### config.mk
export PLATFORM = sky130hd
export DESIGN_NAME = ntb_peer_doorbell
export DESIGN_NICKNAME = d
export VERILOG_FILES = /design/src/rtl/ntb_db_pkg.sv /design/src/rtl/ntb_db_decode.sv /design/src/rtl/ntb_db_pending.sv /design/src/rtl/ntb_db_issuer.sv /design/src/rtl/ntb_peer_doorbell.sv
export SDC_FILE = /design/constraint.sdc
export NUM_CORES = 1
export LEC_CHECK = 0
export BUFFER_PORTS_ARGS = -buffer_cell sky130_fd_sc_hd__buf_2
export CORE_MARGIN = 1.5
export CORE_UTILIZATION = 49
export CTS_CLUSTER_SIZE = 30
export DETAILED_ROUTE_END_ITERATION = 10
export PLACE_DENSITY = 0.81
export SETUP_SLACK_MARGIN = 0.5
export SLEW_MARGIN = 0
export SYNTH_ARGS = -nofsm -noshare
export SYNTH_HDL_FRONTEND = slang
export SYNTH_SLANG_ARGS = --single-unit
### constraint.sdc
create_clock -name clk -period 2.6 [get_ports clk]
set_input_delay 0.26 -clock clk [delete_from_list [all_inputs] [get_ports clk]]
set_output_delay 0.26 -clock clk [all_outputs]
set_load 0.02 [all_outputs]
### src/rtl/ntb_db_pkg.sv
package ntb_db_pkg;
   // How the peer doorbell address is formed from the translation base.
   typedef enum logic {
      XLAT_ADD = 1'b0,   // full adder: base + offset
      XLAT_OR  = 1'b1    // base is aligned so the offset can be OR-ed in
   } xlat_mode_e;
endpackage

### src/rtl/ntb_db_decode.sv
module ntb_db_decode #(
   parameter int unsigned ADDR_W     = 12,
   parameter int unsigned DATA_W     = 16,
   parameter int unsigned SW_BITS    = 14,
   parameter int unsigned FLUSH_BIT  = 14,
   parameter logic [ADDR_W-1:0] REG_OFFSET = 12'h140
) (
   input  logic              reg_wr,
   input  logic [ADDR_W-1:0] reg_addr,
   input  logic [DATA_W-1:0] reg_wdata,
   input  logic              reg_primary,
   input  logic              flush_done,
   input  logic              b2b_mode,
   output logic [DATA_W-1:0] set_vec
);
   localparam logic [DATA_W-1:0] SW_MASK =
      {{(DATA_W-SW_BITS){1'b0}}, {SW_BITS{1'b1}}};

   logic addr_hit;
   logic sw_write;

   assign addr_hit = (reg_addr == REG_OFFSET);
   assign sw_write = reg_wr & addr_hit & reg_primary;

   always_comb begin
      set_vec = '0;
      if (sw_write) begin
         set_vec = reg_wdata & SW_MASK;
      end
      if (flush_done) begin
         set_vec[FLUSH_BIT] = 1'b1;
      end
      if (!b2b_mode) begin
         set_vec = '0;
      end
   end
endmodule

### src/rtl/ntb_db_pending.sv
module ntb_db_pending #(
   parameter int unsigned DATA_W   = 16,
   parameter int unsigned RSVD_BIT = 15
) (
   input  logic              clk,
   input  logic              rst_n,
   input  logic [DATA_W-1:0] set_vec,
   input  logic [DATA_W-1:0] clr_vec,
   output logic [DATA_W-1:0] pend
);
   for (genvar i = 0; i < DATA_W; i++) begin : g_bit
      if (i == RSVD_BIT) begin : g_rsvd
         assign pend[i] = 1'b0;
      end else begin : g_cell
         logic q;
         always_ff @(posedge clk or negedge rst_n) begin
            if (!rst_n) begin
               q <= 1'b0;
            end else begin
               // a set at the same edge wins over the clear
               q <= (q & ~clr_vec[i]) | set_vec[i];
            end
         end
         assign pend[i] = q;
      end
   end
endmodule

### src/rtl/ntb_db_issuer.sv
module ntb_db_issuer
   import ntb_db_pkg::*;
#(
   parameter int unsigned DATA_W = 16,
   parameter int unsigned XLAT_W = 64,
   parameter logic [XLAT_W-1:0] PEER_OFFSET = 64'h60,
   parameter xlat_mode_e XLAT_MODE = XLAT_ADD
) (
   input  logic              clk,
   input  logic              rst_n,
   input  logic [DATA_W-1:0] pend,
   input  logic              b2b_mode,
   input  logic [XLAT_W-1:0] xlat_base,
   input  logic              req_ready,
   output logic              req_valid,
   output logic [XLAT_W-1:0] req_addr,
   output logic [DATA_W-1:0] req_data,
   output logic [DATA_W-1:0] clr_vec
);
   logic              launch;
   logic              accept;
   logic [XLAT_W-1:0] dest;

   if (XLAT_MODE == XLAT_ADD) begin : g_add
      assign dest = xlat_base + PEER_OFFSET;
   end else begin : g_or
      assign dest = xlat_base | PEER_OFFSET;
   end

   assign launch  = !req_valid && (pend != '0) && b2b_mode;
   assign accept  = req_valid && req_ready;
   assign clr_vec = accept ? req_data : '0;

   always_ff @(posedge clk or negedge rst_n) begin
      if (!rst_n) begin
         req_valid <= 1'b0;
         req_addr  <= '0;
         req_data  <= '0;
      end else if (launch) begin
         req_valid <= 1'b1;
         req_addr  <= dest;
         req_data  <= pend;
      end else if (accept) begin
         req_valid <= 1'b0;
      end
   end
endmodule

### src/rtl/ntb_peer_doorbell.sv
module ntb_peer_doorbell
   import ntb_db_pkg::*;
#(
   parameter int unsigned ADDR_W    = 12,
   parameter int unsigned DATA_W    = 16,
   parameter int unsigned XLAT_W    = 64,
   parameter int unsigned SW_BITS   = 14,
   parameter logic [ADDR_W-1:0] REG_OFFSET  = 12'h140,
   parameter logic [XLAT_W-1:0] PEER_OFFSET = 64'h60,
   parameter xlat_mode_e XLAT_MODE = XLAT_ADD
) (
   input  logic              clk,
   input  logic              rst_n,
   input  logic              reg_wr,
   input  logic [ADDR_W-1:0] reg_addr,
   input  logic [DATA_W-1:0] reg_wdata,
   input  logic              reg_primary,
   output logic [DATA_W-1:0] reg_rdata,
   input  logic              flush_done,
   input  logic              b2b_mode,
   input  logic [XLAT_W-1:0] xlat_base,
   output logic              req_valid,
   input  logic              req_ready,
   output logic [XLAT_W-1:0] req_addr,
   output logic [DATA_W-1:0] req_data
);
   localparam int unsigned FLUSH_BIT = SW_BITS;
   localparam int unsigned RSVD_BIT  = SW_BITS + 1;

   if (SW_BITS + 2 > DATA_W) begin : g_chk_width
      $error("SW_BITS leaves no room for the flush and reserved bits");
   end
   if (ADDR_W < 2) begin : g_chk_addr
      $error("ADDR_W too small");
   end
   if (XLAT_W < 8) begin : g_chk_xlat
      $error("XLAT_W too small");
   end

   logic [DATA_W-1:0] set_vec;
   logic [DATA_W-1:0] clr_vec;
   logic [DATA_W-1:0] pend;

   ntb_db_decode #(
      .ADDR_W(ADDR_W), .DATA_W(DATA_W), .SW_BITS(SW_BITS),
      .FLUSH_BIT(FLUSH_BIT), .REG_OFFSET(REG_OFFSET)
   ) u_decode (
      .reg_wr(reg_wr), .reg_addr(reg_addr), .reg_wdata(reg_wdata),
      .reg_primary(reg_primary), .flush_done(flush_done),
      .b2b_mode(b2b_mode), .set_vec(set_vec)
   );

   ntb_db_pending #(
      .DATA_W(DATA_W), .RSVD_BIT(RSVD_BIT)
   ) u_pending (
      .clk(clk), .rst_n(rst_n), .set_vec(set_vec),
      .clr_vec(clr_vec), .pend(pend)
   );

   ntb_db_issuer #(
      .DATA_W(DATA_W), .XLAT_W(XLAT_W),
      .PEER_OFFSET(PEER_OFFSET), .XLAT_MODE(XLAT_MODE)
   ) u_issuer (
      .clk(clk), .rst_n(rst_n), .pend(pend), .b2b_mode(b2b_mode),
      .xlat_base(xlat_base), .req_ready(req_ready),
      .req_valid(req_valid), .req_addr(req_addr),
      .req_data(req_data), .clr_vec(clr_vec)
   );

   // The register is write-only from software's point of view.
   assign reg_rdata = '0;
endmodule

==> impl_metrics.env <==
export IMPL_cts_tree="done"
export IMPL_num_vias=4730
export IMPL_initial_utilization=0.503
export IMPL_dp_cells=853
export IMPL_insertedDiodeCount=0
export IMPL_fp_dieH_um=103
export IMPL_layout_drive_gt1_share=0.311
export IMPL_ir_worst_vdd_mv=0.539
export IMPL_totalWireLength_mm=13.3
export IMPL_ys_ff_latch=95
export IMPL_netlist_instances=553
export IMPL_synthMuxAreaShare=0.00230
export IMPL_yosys_area_share_adder=0.00255
export IMPL_finalPower_mw=5.62
export IMPL_num_rows=36
export IMPL_drc=0
export IMPL_synth_compound_area_share=0.127
export IMPL_viasPerCell=5.40
export IMPL_rsz0062_at_grt="false"
export IMPL_cts_made_buffers=9
export IMPL_ys_flop_type="dfrtp_1"
export IMPL_async_flop_share=1.00
export IMPL_period_share=0.789
export IMPL_post_route_cell_area_um2=6310
export IMPL_worst_pin_slew_ns=0.593
export IMPL_cp_start_kind="flip-flop"
export IMPL_final_hold_violation_count=0
export IMPL_relSlewSlack=0.605
export IMPL_clk_pin_slew_ns=0.09
export IMPL_antenna_found_initial=0
export IMPL_setup_tns_ns=0
export IMPL_core_area_um2=9730
export IMPL_final_cells=876
export IMPL_yosysWarnings=0
export IMPL_final_nets=839
export IMPL_synth_most_common_cell="nand2_1"
export IMPL_cts_buffer_depth=2
export IMPL_synth_edf_count=0
export IMPL_p_leak_nw=2.99
export IMPL_final_setup_viol_count=0
export IMPL_grt_remaining_overflow=0
export IMPL_io_buffers=176
export IMPL_maxCapViolCount=0
export IMPL_place_area_um2=5970
export IMPL_clock_latency_ns=0.36
export IMPL_grt_pass1_wl_mm=20.6
export IMPL_track_usage=0.250
export IMPL_yosys_area_top_type="dfrtp_1"
export IMPL_routedWlPerCell_um=15.2
export IMPL_clock_fmax_mhz=488
export IMPL_cp_end_kind="flip-flop"
export IMPL_synth_top_cell_area_share=0.485
export IMPL_ys_seq_area_frac=0.485
export IMPL_ys_types=40
export IMPL_ff2ff_setup_slack_ns=0.55
export IMPL_report_final_slew_viol_count=0
export IMPL_dp_final_hpwl_mm=9.65
export IMPL_routabilityCongestion=0.923
export IMPL_setup_slack_ns=0.549
export IMPL_io_pins=196
export IMPL_min_path_type="input port to flip-flop"
export IMPL_crit_required_ns=2.84
export IMPL_clock_skew_ns=0.0124
export IMPL_grt_max_degree=50
export IMPL_crit_type="flip-flop to flip-flop"
export IMPL_clock_sinks=95
export IMPL_yosys_area_share_simple=0.264
export IMPL_synth_top_family_by_area="simple AND/OR/NAND/NOR gates"
export IMPL_drt_pass1_iterations=4
export IMPL_htree_levels=3
export IMPL_synth_area_top_cells="dfrtp_1 (49%), nand2_1 (10%), o21ai_0 (4.7%)"
export IMPL_synth_common_cells="nand2_1 (134), dfrtp_1 (95), o21ai_0 (46)"
export IMPL_status="completed"
export IMPL_drtIter0Drc=146
export IMPL_syn2layout_area_growth_pct=28.8
export IMPL_synth_xor_area_frac=0.0626
export IMPL_hold_ws_ns=0.0916
export IMPL_fin_crit_ns=2.05
export IMPL_power_density_nw_per_um2=891
export IMPL_cp_max_fo=5
export IMPL_preCtsSetupSlack_ns=0.0628
export IMPL_cp_arrival_ns=2.29
export IMPL_die_x_um=103
export IMPL_grt_pass1_vias=4437
export IMPL_final_util=0.648
export IMPL_dieArea_um2=10600
export IMPL_netlist_area_um2=4900
export IMPL_ant_nets=0
export IMPL_cts_root_buffer="clkbuf_8"
export IMPL_avgSynthCellArea_um2=8.86
[sequential cells by signal (all words and copies together) (netlist names)]
| name | cells |
|---|---|
| u_issuer.req_addr | 64 |
| u_issuer.req_data | 15 |
| u_pending.g_bit.g_cell.q | 15 |
| u_issuer.req_valid | 1 |
[worst max-delay path, cell delays in order, from the launching register on]
cell and delay (ns):
dfrtp_1 0.42, or4_4 0.59, o41a_4 0.53, nand2_1 0.09
nor2_1 0.04, a221o_1 0.28
[logic make-up after synthesis]
family,count (synthesis)
AO/OA/AOI/OAI,99
other,1
XOR/XNOR,35
adder cells (fa/ha/maj),1
AND/OR/NAND/NOR,269
buffers and inverters,52
multiplexers,1
flip-flops,95
[layout by cell type (no fill, tap or decap), types with 2 or more instances in the layout]
master     count
xor2_1        22
and3_1         3
a22o_1        15
buf_6          2
and2_1         2
clkbuf_8      10
or4_4          6
nor2_1        36
nor4_1         5
nor3_1         5
nand4_1       21
clkinv_4       2
or4_1         11
dfrtp_1       95
o21ai_1        3
bufinv_16      2
and4_1         4
nand3_1       19
o21ai_0       46
buf_2        174
nor4b_1        2
nand4b_1       3
xnor2_1       13
a31oi_1       21
or3_1         13
conb_1        17
nand2_1      134
buf_4         22
inv_1          6
o31ai_1       10
[report_power, final]
part	total (mW)	leakage [nW]	internal, mW	switching, mW
Combinational	2.29	1.69	0.789	1.51
Sequential	2.23	1.19	1.97	0.261
Clock	1.09	0.112	0.566	0.529
Total	5.62	2.99	3.33	2.30
[cell type report]
type	instances	area, µm²
timing repair buffer	201	1110
tap	133	166
multi-input combinational	424	2380
fill	870	3420
clock buffer	10	138
inverter	8	47.5
sequential	95	2380
clock inverter	5	82.6
[worst paths after layout]
check                                                 startpoint                                 to  cells past startpoint
setup / recovery           u_pending.g_bit[6].g_cell.q$_DFF_PN0_  u_issuer.req_addr[37]$_DFFE_PN0P_                      5
hold / removal                                         req_ready     u_issuer.req_valid$_DFFE_PN0P_                      2
hold reg to reg                 u_issuer.req_addr[0]$_DFFE_PN0P_   u_issuer.req_addr[0]$_DFFE_PN0P_                      2
max in group asynchronous                                  rst_n  u_issuer.req_addr[55]$_DFFE_PN0P_                      3
setup reg to reg           u_pending.g_bit[6].g_cell.q$_DFF_PN0_  u_issuer.req_addr[37]$_DFFE_PN0P_                      5
min in group asynchronous                                  rst_n   u_issuer.req_addr[3]$_DFFE_PN0P_                      2
[what timing repair did]
action	CTS	global route
pin swaps	4	3
cloned	2	1
hold buffers	1	0
resized for setup	5	4
buffers inserted	2	2
hold endpoints to repair	38	0
setup endpoints to repair	80	28
[per-layer routing]
metal / global-route usage / vias to the layer above / part of all wire
li1: - / 2290 / -
met3: 0.0671 / 14 / 0.082
met2: 0.405 / 155 / 0.48
met1: 0.321 / 2271 / 0.43
met4: 0.0967 / 0 / 0.014
met5: 0 / - / 0
Power figures use the tool's default switching activity.
